$ cat src/rtl/spi_clkdiv_pkg.sv
package spi_clkdiv_pkg;

    localparam int DIV_W = 8;               // width of each timing field
    localparam int PRE_W = 3;               // prescaler code width
    localparam int CFG_W = 3 * DIV_W;       // whole configuration word
    localparam int SEG_W = DIV_W + 1;       // field + 2 needs one more bit

    typedef enum logic [1:0] {
        OP_IDLE = 2'd0,
        OP_LEAD = 2'd1,
        OP_CLK  = 2'd2,
        OP_GAP  = 2'd3
    } op_e;

    // Field order is behaviour: the transfer engine packs the word this way.
    typedef struct packed {
        logic [DIV_W-1:0] lead;   // [23:16]
        logic [DIV_W-1:0] gap;    // [15:8]
        logic [DIV_W-1:0] div;    // [7:0]
    } cfg_t;

    function automatic logic [SEG_W-1:0] seg_len(input logic [DIV_W-1:0] v);
        return SEG_W'(v) + SEG_W'(2);
    endfunction

    function automatic logic [SEG_W-1:0] high_len(input logic [DIV_W-1:0] v);
        return seg_len(v) >> 1;
    endfunction

    function automatic logic [SEG_W-1:0] low_len(input logic [DIV_W-1:0] v);
        return seg_len(v) - high_len(v);
    endfunction

endpackage

$ cat src/rtl/spi_presc_tick.sv
module spi_presc_tick
    import spi_clkdiv_pkg::*;
#(
    parameter int SEL_W = PRE_W
) (
    input  logic             clk,
    input  logic             rst,
    input  logic             clear,
    input  logic             run,
    input  logic [SEL_W-1:0] sel,
    output logic             tick
);

    localparam int PC_W = (1 << SEL_W) - 1;

    logic [PC_W-1:0] pc_q;
    logic [PC_W-1:0] mask_q;
    logic [PC_W-1:0] mask_d;

    generate
        for (genvar i = 0; i < PC_W; i++) begin : g_mask
            assign mask_d[i] = (SEL_W'(i) < sel);
        end
    endgenerate

    always_ff @(posedge clk) begin
        if (rst) begin
            pc_q   <= '0;
            mask_q <= '0;
        end else if (clear) begin
            pc_q   <= '0;
            mask_q <= mask_d;
        end else if (run) begin
            pc_q   <= (pc_q == mask_q) ? '0 : pc_q + 1'b1;
        end
    end

    assign tick = run && (pc_q == mask_q);

    AST_PC_BOUND: assert property (@(posedge clk) disable iff (rst)
        run |-> (pc_q <= mask_q));

    AST_CLEAR_IDLE: assert property (@(posedge clk) disable iff (rst)
        clear |-> !run);

endmodule

$ cat src/rtl/spi_clk_seq.sv
module spi_clk_seq
    import spi_clkdiv_pkg::*;
#(
    parameter int BITS_W = 6
) (
    input  logic              clk,
    input  logic              rst,
    input  logic              tick,
    input  cfg_t              cfg_in,
    input  logic [BITS_W-1:0] bits_in,
    input  logic              start_lead,
    input  logic              start_clk,
    input  logic              start_gap,
    output logic              accept,
    output logic              busy,
    output logic              sclk,
    output logic              sclk_rise,
    output logic              sclk_fall,
    output logic              lead_done,
    output logic              gap_done
);

    op_e               op_q;
    op_e               op_nxt;
    cfg_t              cfg_q;
    logic [SEG_W-1:0]  tcnt_q;
    logic [SEG_W-1:0]  limit;
    logic              phase_q;     // 0: low phase, 1: high phase
    logic              sclk_q;
    logic [BITS_W-1:0] bits_q;
    logic              seg_end;

    always_comb begin
        if (start_lead)      op_nxt = OP_LEAD;
        else if (start_clk)  op_nxt = OP_CLK;
        else if (start_gap)  op_nxt = OP_GAP;
        else                 op_nxt = OP_IDLE;
    end

    assign busy   = (op_q != OP_IDLE);
    assign accept = !busy && (op_nxt != OP_IDLE);

    always_comb begin
        case (op_q)
            OP_LEAD: limit = seg_len(cfg_q.lead);
            OP_GAP:  limit = seg_len(cfg_q.gap);
            OP_CLK:  limit = phase_q ? high_len(cfg_q.div) : low_len(cfg_q.div);
            default: limit = '1;
        endcase
    end

    assign seg_end   = tick && busy && (tcnt_q == limit - 1'b1);
    assign sclk_rise = seg_end && (op_q == OP_CLK) && !phase_q;
    assign sclk_fall = seg_end && (op_q == OP_CLK) &&  phase_q;
    assign lead_done = seg_end && (op_q == OP_LEAD);
    assign gap_done  = seg_end && (op_q == OP_GAP);
    assign sclk      = sclk_q;

    always_ff @(posedge clk) begin
        if (rst) begin
            op_q    <= OP_IDLE;
            cfg_q   <= '0;
            tcnt_q  <= '0;
            phase_q <= 1'b0;
            sclk_q  <= 1'b0;
            bits_q  <= '0;
        end else if (accept) begin
            op_q    <= op_nxt;
            cfg_q   <= cfg_in;
            bits_q  <= (bits_in == '0) ? BITS_W'(1) : bits_in;
            tcnt_q  <= '0;
            phase_q <= 1'b0;
            sclk_q  <= 1'b0;
        end else if (busy && tick) begin
            if (seg_end) begin
                tcnt_q <= '0;
                if (op_q == OP_CLK) begin
                    phase_q <= !phase_q;
                    sclk_q  <= !phase_q;
                    if (phase_q) begin
                        if (bits_q == BITS_W'(1)) op_q <= OP_IDLE;
                        else                      bits_q <= bits_q - 1'b1;
                    end
                end else begin
                    op_q <= OP_IDLE;
                end
            end else begin
                tcnt_q <= tcnt_q + 1'b1;
            end
        end
    end

    AST_STROBE_EXCL: assert property (@(posedge clk) disable iff (rst)
        $onehot0({sclk_rise, sclk_fall, lead_done, gap_done}));

    AST_RISE_FROM_LOW: assert property (@(posedge clk) disable iff (rst)
        sclk_rise |-> !sclk_q);

    AST_IDLE_LOW: assert property (@(posedge clk) disable iff (rst)
        !busy |-> !sclk_q);

    AST_CFG_HOLD: assert property (@(posedge clk) disable iff (rst)
        busy |=> $stable(cfg_q));

    AST_NO_OVERFLOW: assert property (@(posedge clk) disable iff (rst)
        busy |-> (tcnt_q < limit));

    AST_DELAY_ENDS: assert property (@(posedge clk) disable iff (rst)
        (lead_done || gap_done) |=> !busy);

endmodule

$ cat src/rtl/spi_sclk_timer.sv
module spi_sclk_timer
    import spi_clkdiv_pkg::*;
#(
    parameter int BITS_W = 6
) (
    input  logic              clk,
    input  logic              rst,
    input  logic [CFG_W-1:0]  cfg_word,
    input  logic [PRE_W-1:0]  presc_sel,
    input  logic [BITS_W-1:0] bit_count,
    input  logic              start_lead,
    input  logic              start_clk,
    input  logic              start_gap,
    output logic              sclk,
    output logic              sclk_rise,
    output logic              sclk_fall,
    output logic              lead_done,
    output logic              gap_done,
    output logic              busy
);

    cfg_t cfg_s;
    logic tick;
    logic accept;

    assign cfg_s = cfg_t'(cfg_word);

    spi_presc_tick #(.SEL_W(PRE_W)) u_presc (
        .clk   (clk),
        .rst   (rst),
        .clear (accept),
        .run   (busy),
        .sel   (presc_sel),
        .tick  (tick)
    );

    spi_clk_seq #(.BITS_W(BITS_W)) u_seq (
        .clk        (clk),
        .rst        (rst),
        .tick       (tick),
        .cfg_in     (cfg_s),
        .bits_in    (bit_count),
        .start_lead (start_lead),
        .start_clk  (start_clk),
        .start_gap  (start_gap),
        .accept     (accept),
        .busy       (busy),
        .sclk       (sclk),
        .sclk_rise  (sclk_rise),
        .sclk_fall  (sclk_fall),
        .lead_done  (lead_done),
        .gap_done   (gap_done)
    );

endmodule

$ cat config.mk
export PLATFORM = sky130hd
export DESIGN_NAME = spi_sclk_timer
export DESIGN_NICKNAME = d
export VERILOG_FILES = /design/src/rtl/spi_clkdiv_pkg.sv /design/src/rtl/spi_presc_tick.sv /design/src/rtl/spi_clk_seq.sv /design/src/rtl/spi_sclk_timer.sv
export SDC_FILE = /design/constraint.sdc
export NUM_CORES = 1
export LEC_CHECK = 0
export CAP_MARGIN = 15
export CORE_MARGIN = 8
export CORE_UTILIZATION = 47
export CTS_BUF_LIST = sky130_fd_sc_hd__clkbuf_4
export DETAILED_ROUTE_END_ITERATION = 10
export HOLD_SLACK_MARGIN = 0.06
export MAX_ROUTING_LAYER = met4
export PLACE_DENSITY = 0.79
export SLEW_MARGIN = 10
export SYNTH_ARGS = -nofsm -noshare
export SYNTH_HDL_FRONTEND = slang
export SYNTH_HIERARCHICAL = 1
export SYNTH_SLANG_ARGS = --single-unit
$ cat constraint.sdc
create_clock -name clk -period 9.6 [get_ports clk]
set_input_delay 0.96 -clock clk [delete_from_list [all_inputs] [get_ports clk]]
set_output_delay 0.96 -clock clk [all_outputs]
set_load 0.01 [all_outputs]
### Yosys cells after proc, flatten, opt, wreduce, memory -nomap -nowiden

Cells that the tools add are included.

* add/sub/neg operators: 8
* magnitude comparators: 7
* equality and inequality tests: 9
* mux-type cells: 20
* reduce and logical (&&, ||, !) cells: 22

Operators by type and width (count)
* $mux W6: 7
* $add A8 B2 Y9 const B: 3
* $pmux W9 S3: 1
* $mux W2: 9
* $mux W9: 2
* $reduce_bool A2 Y1: 6
* $add A9 B1 Y9 const B: 1
* $eq A9 B9 Y1: 1
* $logic_and A1 B1 Y1: 9
* $lt A3 B3 Y1 const A: 3
* $sub A9 B1 Y9 const B: 1
* $sub A9 B8 Y9: 1
* $add A7 B1 Y7 const B: 1
* $eq A7 B7 Y1: 1
* $mux W7: 1
* $eq A6 B1 Y1 const B: 1
* $logic_not A6 Y1: 1
* $lt A1 B3 Y1 const A: 2
* $lt A2 B3 Y1 const A: 2
* $sub A6 B1 Y6 const B: 1
* $reduce_and A5 Y1: 1
* $eq A2 B2 Y1 const B: 2
* $reduce_and A4 Y1: 1
* $ne A3 B2 Y1 const B: 1
* 6 further kinds: 7

* flip-flop bits (word level): 56
* input port bits: 38
* output and inout port bits: 6

### Depth between registers and ports, before layout

* depth after elaboration: 10
* gate-level depth with buffers: 18
* gate-level depth less buffers: 15

### Modules after synthesis

Netlist, hierarchy kept.

By module, submodules not included
* spi_clk_seq: instances 1, cells each 511, area an instance 3679.8 µm², sequential area each 840.8 µm²
* spi_presc_tick: instances 1, cells each 78, area an instance 747.0 µm², sequential area each 280.3 µm²

### Worst setup path before layout

OpenSTA, ideal clock, no wires.

* path kind: register to output
* start: register u_seq/cfg_q[1] in the netlist's numbering
* end: output lead_done
* arrival time: 3.683 ns
* data required time: 8.640 ns
* path slack: 4.957 ns
* cell stages (with the launch flop): 16
* path buffers: 2
* cells stage by stage: dfxtp_1 buf_4 inv_1 ha_1 ha_1 a21oi_1 o21a_1 mux2i_1 nor4b_2 o31a_1 or3_1 a21oi_2 nor2_1 a2111o_1 buf_2 nor3_1

* cells in the longest elaborated chain, start to end: 8

Ends and longest elaborated chain
* start, declared: line spi_clk_seq.sv:25 `cfg_t cfg_q;`
* start signal, assigned: line spi_clk_seq.sv:69 `cfg_q <= cfg_in;`
* $add A8 B2 Y9 *: line spi_clkdiv_pkg.sv:23 `return SEG_W'(v) + SEG_W'(2);`
* $sub A9 B8 Y9: line spi_clkdiv_pkg.sv:31 `return seg_len(v) - high_len(v);`
* $mux W9 *: line spi_clk_seq.sv:47 `OP_CLK: limit = phase_q ? high_len(cfg_q.div) : low_len(cfg_q.div);`
* $pmux W9 S3 *: line spi_clk_seq.sv:44 `case (op_q)`
* $sub A9 B1 Y9 *: line spi_clk_seq.sv:52 `assign seg_end = tick && busy && (tcnt_q == limit - 1'b1);`
* $eq A9 B9 Y1 *: line spi_clk_seq.sv:52
* $logic_and A1 B1 Y1 *: line spi_clk_seq.sv:52
* $logic_and A1 B1 Y1 *: line spi_clk_seq.sv:55 `assign lead_done = seg_end && (op_q == OP_LEAD);`
* end, declared: line spi_sclk_timer.sv:17 `output logic lead_done,`

Every way passes the cells marked *; elsewhere a longest branch is shown, timed or not.

### Worst setup path in the final report

* start: register u_seq/cfg_q[1] in the netlist's numbering
* end: output sclk_fall

* cells in the longest elaborated chain, start to end: 9

Ends and longest elaborated chain
* $add A8 B2 Y9 *: line spi_clkdiv_pkg.sv:23
* $sub A9 B8 Y9: line spi_clkdiv_pkg.sv:31
* $mux W9 *: line spi_clk_seq.sv:47
* $pmux W9 S3 *: line spi_clk_seq.sv:44
* $sub A9 B1 Y9 *: line spi_clk_seq.sv:52
* $eq A9 B9 Y1 *: line spi_clk_seq.sv:52
* $logic_and A1 B1 Y1 *: line spi_clk_seq.sv:52
* $logic_and A1 B1 Y1 * (2 in series): line spi_clk_seq.sv:54 `assign sclk_fall = seg_end && (op_q == OP_CLK) && phase_q;`
* end, declared: line spi_sclk_timer.sv:16 `output logic sclk_fall,`

Marks and branches as above.

==> flow_summary.ini <==
[global_route]
overflow = 0
grt_pass1_vias = 4025
grt.total_usage_pct = 18.47
grt_antenna_before_repair = 0
grt_pass1_wl_um = 19490
grt_max_degree = 55

[cells_and_area]
area_growth_pct = 10.32
final_util_pct = 53.10
antennaDiodeCount = 0
layout-drive-gt1-share_pct = 6.489
nets = 651
fillCellCount = 879

[floorplanning]
start_util_pct = 48.14
io_pins = 44
die_w_um = 113.1
core_um2 = 9196
num_rows = 35
die_area_um2 = 12780
die_y_um = 113.1

[timing]
finalHoldViolations = 0
rsz0062_at_grt = no
setup_tns_ns = 0
report.final.slew_viol_count = 0
fin_crit_ns = 6.321
max_freq_ghz = 0.1582
post-route-period-util_pct = 65.84
worstMarginPinSlew_ns = 1.018
setup_viol = 0
maxSlewHeadroom_pct = 31.97
fin_skew_ns = 0.01450
worst_slack_ns = 3.279

[yosys]
yosysWarnings = 6
netlist_area_um2 = 4427
syn_area_per_cell_um2 = 7.516
yosysUniqueCellTypes = 81
synth-edff-count = 0
synth_cells = 589
synthArstFlopShare_pct = 0
synth_nets = 640
ys_ff_latch = 56
synth_ff_type = dfxtp_1
seq_area_frac_synth_pct = 25.33

[critical_path]
path_max_fanout = 17
cp_data_required_time_ns = 8.64
arrival_ns = 5.36
critPathMaxStageDelay_ns = 0.62
critPathLaunchType = flop
crit_chain = ha_1, xnor2_1, ha_1, a21oi_1, o21a_1, mux2i_1, a32o_1, or3_1, o211ai_2, nor3_1, nand3_1, a2111o_1, nor3_1, clkdlybuf4s50_1
worstSetupPathType = flop to output pin
cpMaxStageDelayCell = dfxtp_1
endpoint_kind = output pin

[clock_tree]
clock_latency_ns = 0.40
cts_resized = 0
cts_tree = built
cts_setup_buffers = 0
path_clk_slew_ns = 0.17
htreeDepth = 2
cts_hold_buf = 0
clockBufferDepth = 2
clock_sink_count = 56
cts-root-buf = clkbuf_4
cts_made_buffers = 5

[drt]
first_pass_iters = 5
vias_per_cell = 6.073
vias = 4324
drt_wl_total_um = 11400
drtIter0Drc = 369
drc = 0
postRouteAntennaNets = 0
wl_per_cell_um = 16.01

[power]
power_density_nw_per_um2 = 135.8
leakagePower_nw = 1.741
ir_drop_uv = 90.61
p_total_uw = 663.2

[run]
cap_violations = 0

[run_status]
status = completed

[place]
preCtsSetupSlack_ns = 3.776
gp_congestion = 0.9397
io_buffers = 43
dp_hpwl_um = 8587

[hold_path]
hold_class = flop to flop
## state kept, by name, summed over array words and instances (netlist names)
register        flops
u_presc/mask_q      7
u_seq/op_q          2
u_presc/pc_q        7
u_seq/sclk          1
u_seq/bits_q        6
u_seq/cfg_q        24
u_seq/tcnt_q        9
## cell type report
cell class	count	area [µm²]	share of cell area, %
clock buffers	5	37.54	0.7686
clock inverters	3	33.78	0.6918
inverters	23	86.33	1.768
multi-input cells	469	3020	61.85
flip-flops and latches	56	1121	22.96
well taps	111	138.9	2.844
repair buffers	45	445.4	9.121
## path summary, 6_finish.rpt
kind | cells past startpoint | slack [ns] | to | from
worst max-delay path | 14 | 3.28 | sclk_fall | u_seq/cfg_q[1]
worst min-delay path | 2 | 0.47 | u_seq/cfg_q[0] | u_seq/cfg_q[0]
worst max register to register | 14 | 4.66 | u_seq/bits_q[0] | u_seq/cfg_q[1]
worst min register to register | 2 | 0.47 | u_seq/cfg_q[0] | u_seq/cfg_q[0]
## report_power, final
part           switching, mW  internal, mW
clock network         0.0837        0.0323
logic                  0.153         0.112
registers             0.0315         0.251
total                  0.268         0.395
## cell usage in the layout, fill, tap and decap left out, drive strengths merged, types with 3 or more instances in the layout
cell,instances
ha,13
a21oi,51
nand4,15
nor4,5
nor4b,3
and2,6
and3,8
o21a,6
a21o,3
clkbuf,5
nand3,27
o31ai,4
a211oi,8
or3,7
nand2b,7
o2111ai,6
o221ai,5
xor2,22
clkdlybuf4s50,43
dfxtp,56
xnor2,17
inv,24
nor3,18
a2111oi,5
and4,3
o21ai,17
mux2,5
o22ai,4
nor2b,4
o211ai,13
mux2i,15
nor2,42
nand2,93
## cell families (layout without fill, tap and decap cells)
group / Yosys count / after routing / share of synthesized area, %
flops: 56 / 56 / 25.33
compound gates: 150 / 150 / 24.62
fa+ha+maj: 14 / 14 / 3.929
xor+xnor: 39 / 39 / 7.716
buf+inv: 64 / 76 / 6.444
simple gates: 246 / 246 / 27.22
mux: 20 / 20 / 4.748
## worst max-delay path: cells and delay by family (launching register included)
| kind | cells | cell delay, ns |
|---|---|---|
| and+or+nand+nor | 4 | 0.94 |
| DFF | 1 | 0.62 |
| AOI/OAI and AO/OA | 5 | 1.38 |
| buffers and inverters | 1 | 0.57 |
| xor gates and xnor gates | 1 | 0.17 |
| muxes | 1 | 0.31 |
| adders and majority gates | 2 | 0.98 |
## through the flow
stage	instances	area (µm²)	hold WS, ns
final	712	4883	0.4706
after global routing	712	4883	0.4911
after CTS	712	4883	0.4695
after detailed placement	704	4812	0.4485
after global placement	704	4812	0.4459
after floorplan	589	4427	0.4357
## synth_stat cells, drive strengths merged, types with 5 or more instances
master / count / area, µm²
o211ai: 13 / 102.6
and3: 8 / 50.05
clkbuf: 20 / 77.57
o2111ai: 6 / 52.55
dfxtp: 56 / 1121
ha: 13 / 162.7
o221ai: 5 / 50.04
nand4: 15 / 93.84
xor2: 22 / 192.7
a2111oi: 5 / 60.06
nor2: 42 / 157.7
mux2i: 15 / 153.9
nand2b: 7 / 43.79
xnor2: 17 / 148.9
buf: 21 / 121.4
nand3: 27 / 135.1
nor3: 18 / 95.09
o21ai: 17 / 85.08
inv: 23 / 86.33
or3: 7 / 43.79
o21a: 6 / 45.04
nor4: 5 / 46.29
mux2: 5 / 56.30
and2: 6 / 41.29
a211oi: 8 / 60.06
nand2: 93 / 349.1
a21oi: 51 / 262.8
## metal layers
| layer | global-route usage, % | wire length [µm] | vias to the layer above |
|---|---|---|---|
| li1 | - | - | 2158 |
| met1 | 23.85 | 5126 | 2016 |
| met2 | 29.56 | 5391 | 145 |
| met3 | 3.142 | 802 | 5 |
| met4 | 4.085 | 78 | 0 |
| met5 | - | 0 | - |
Power figures use the tool's default switching activity.
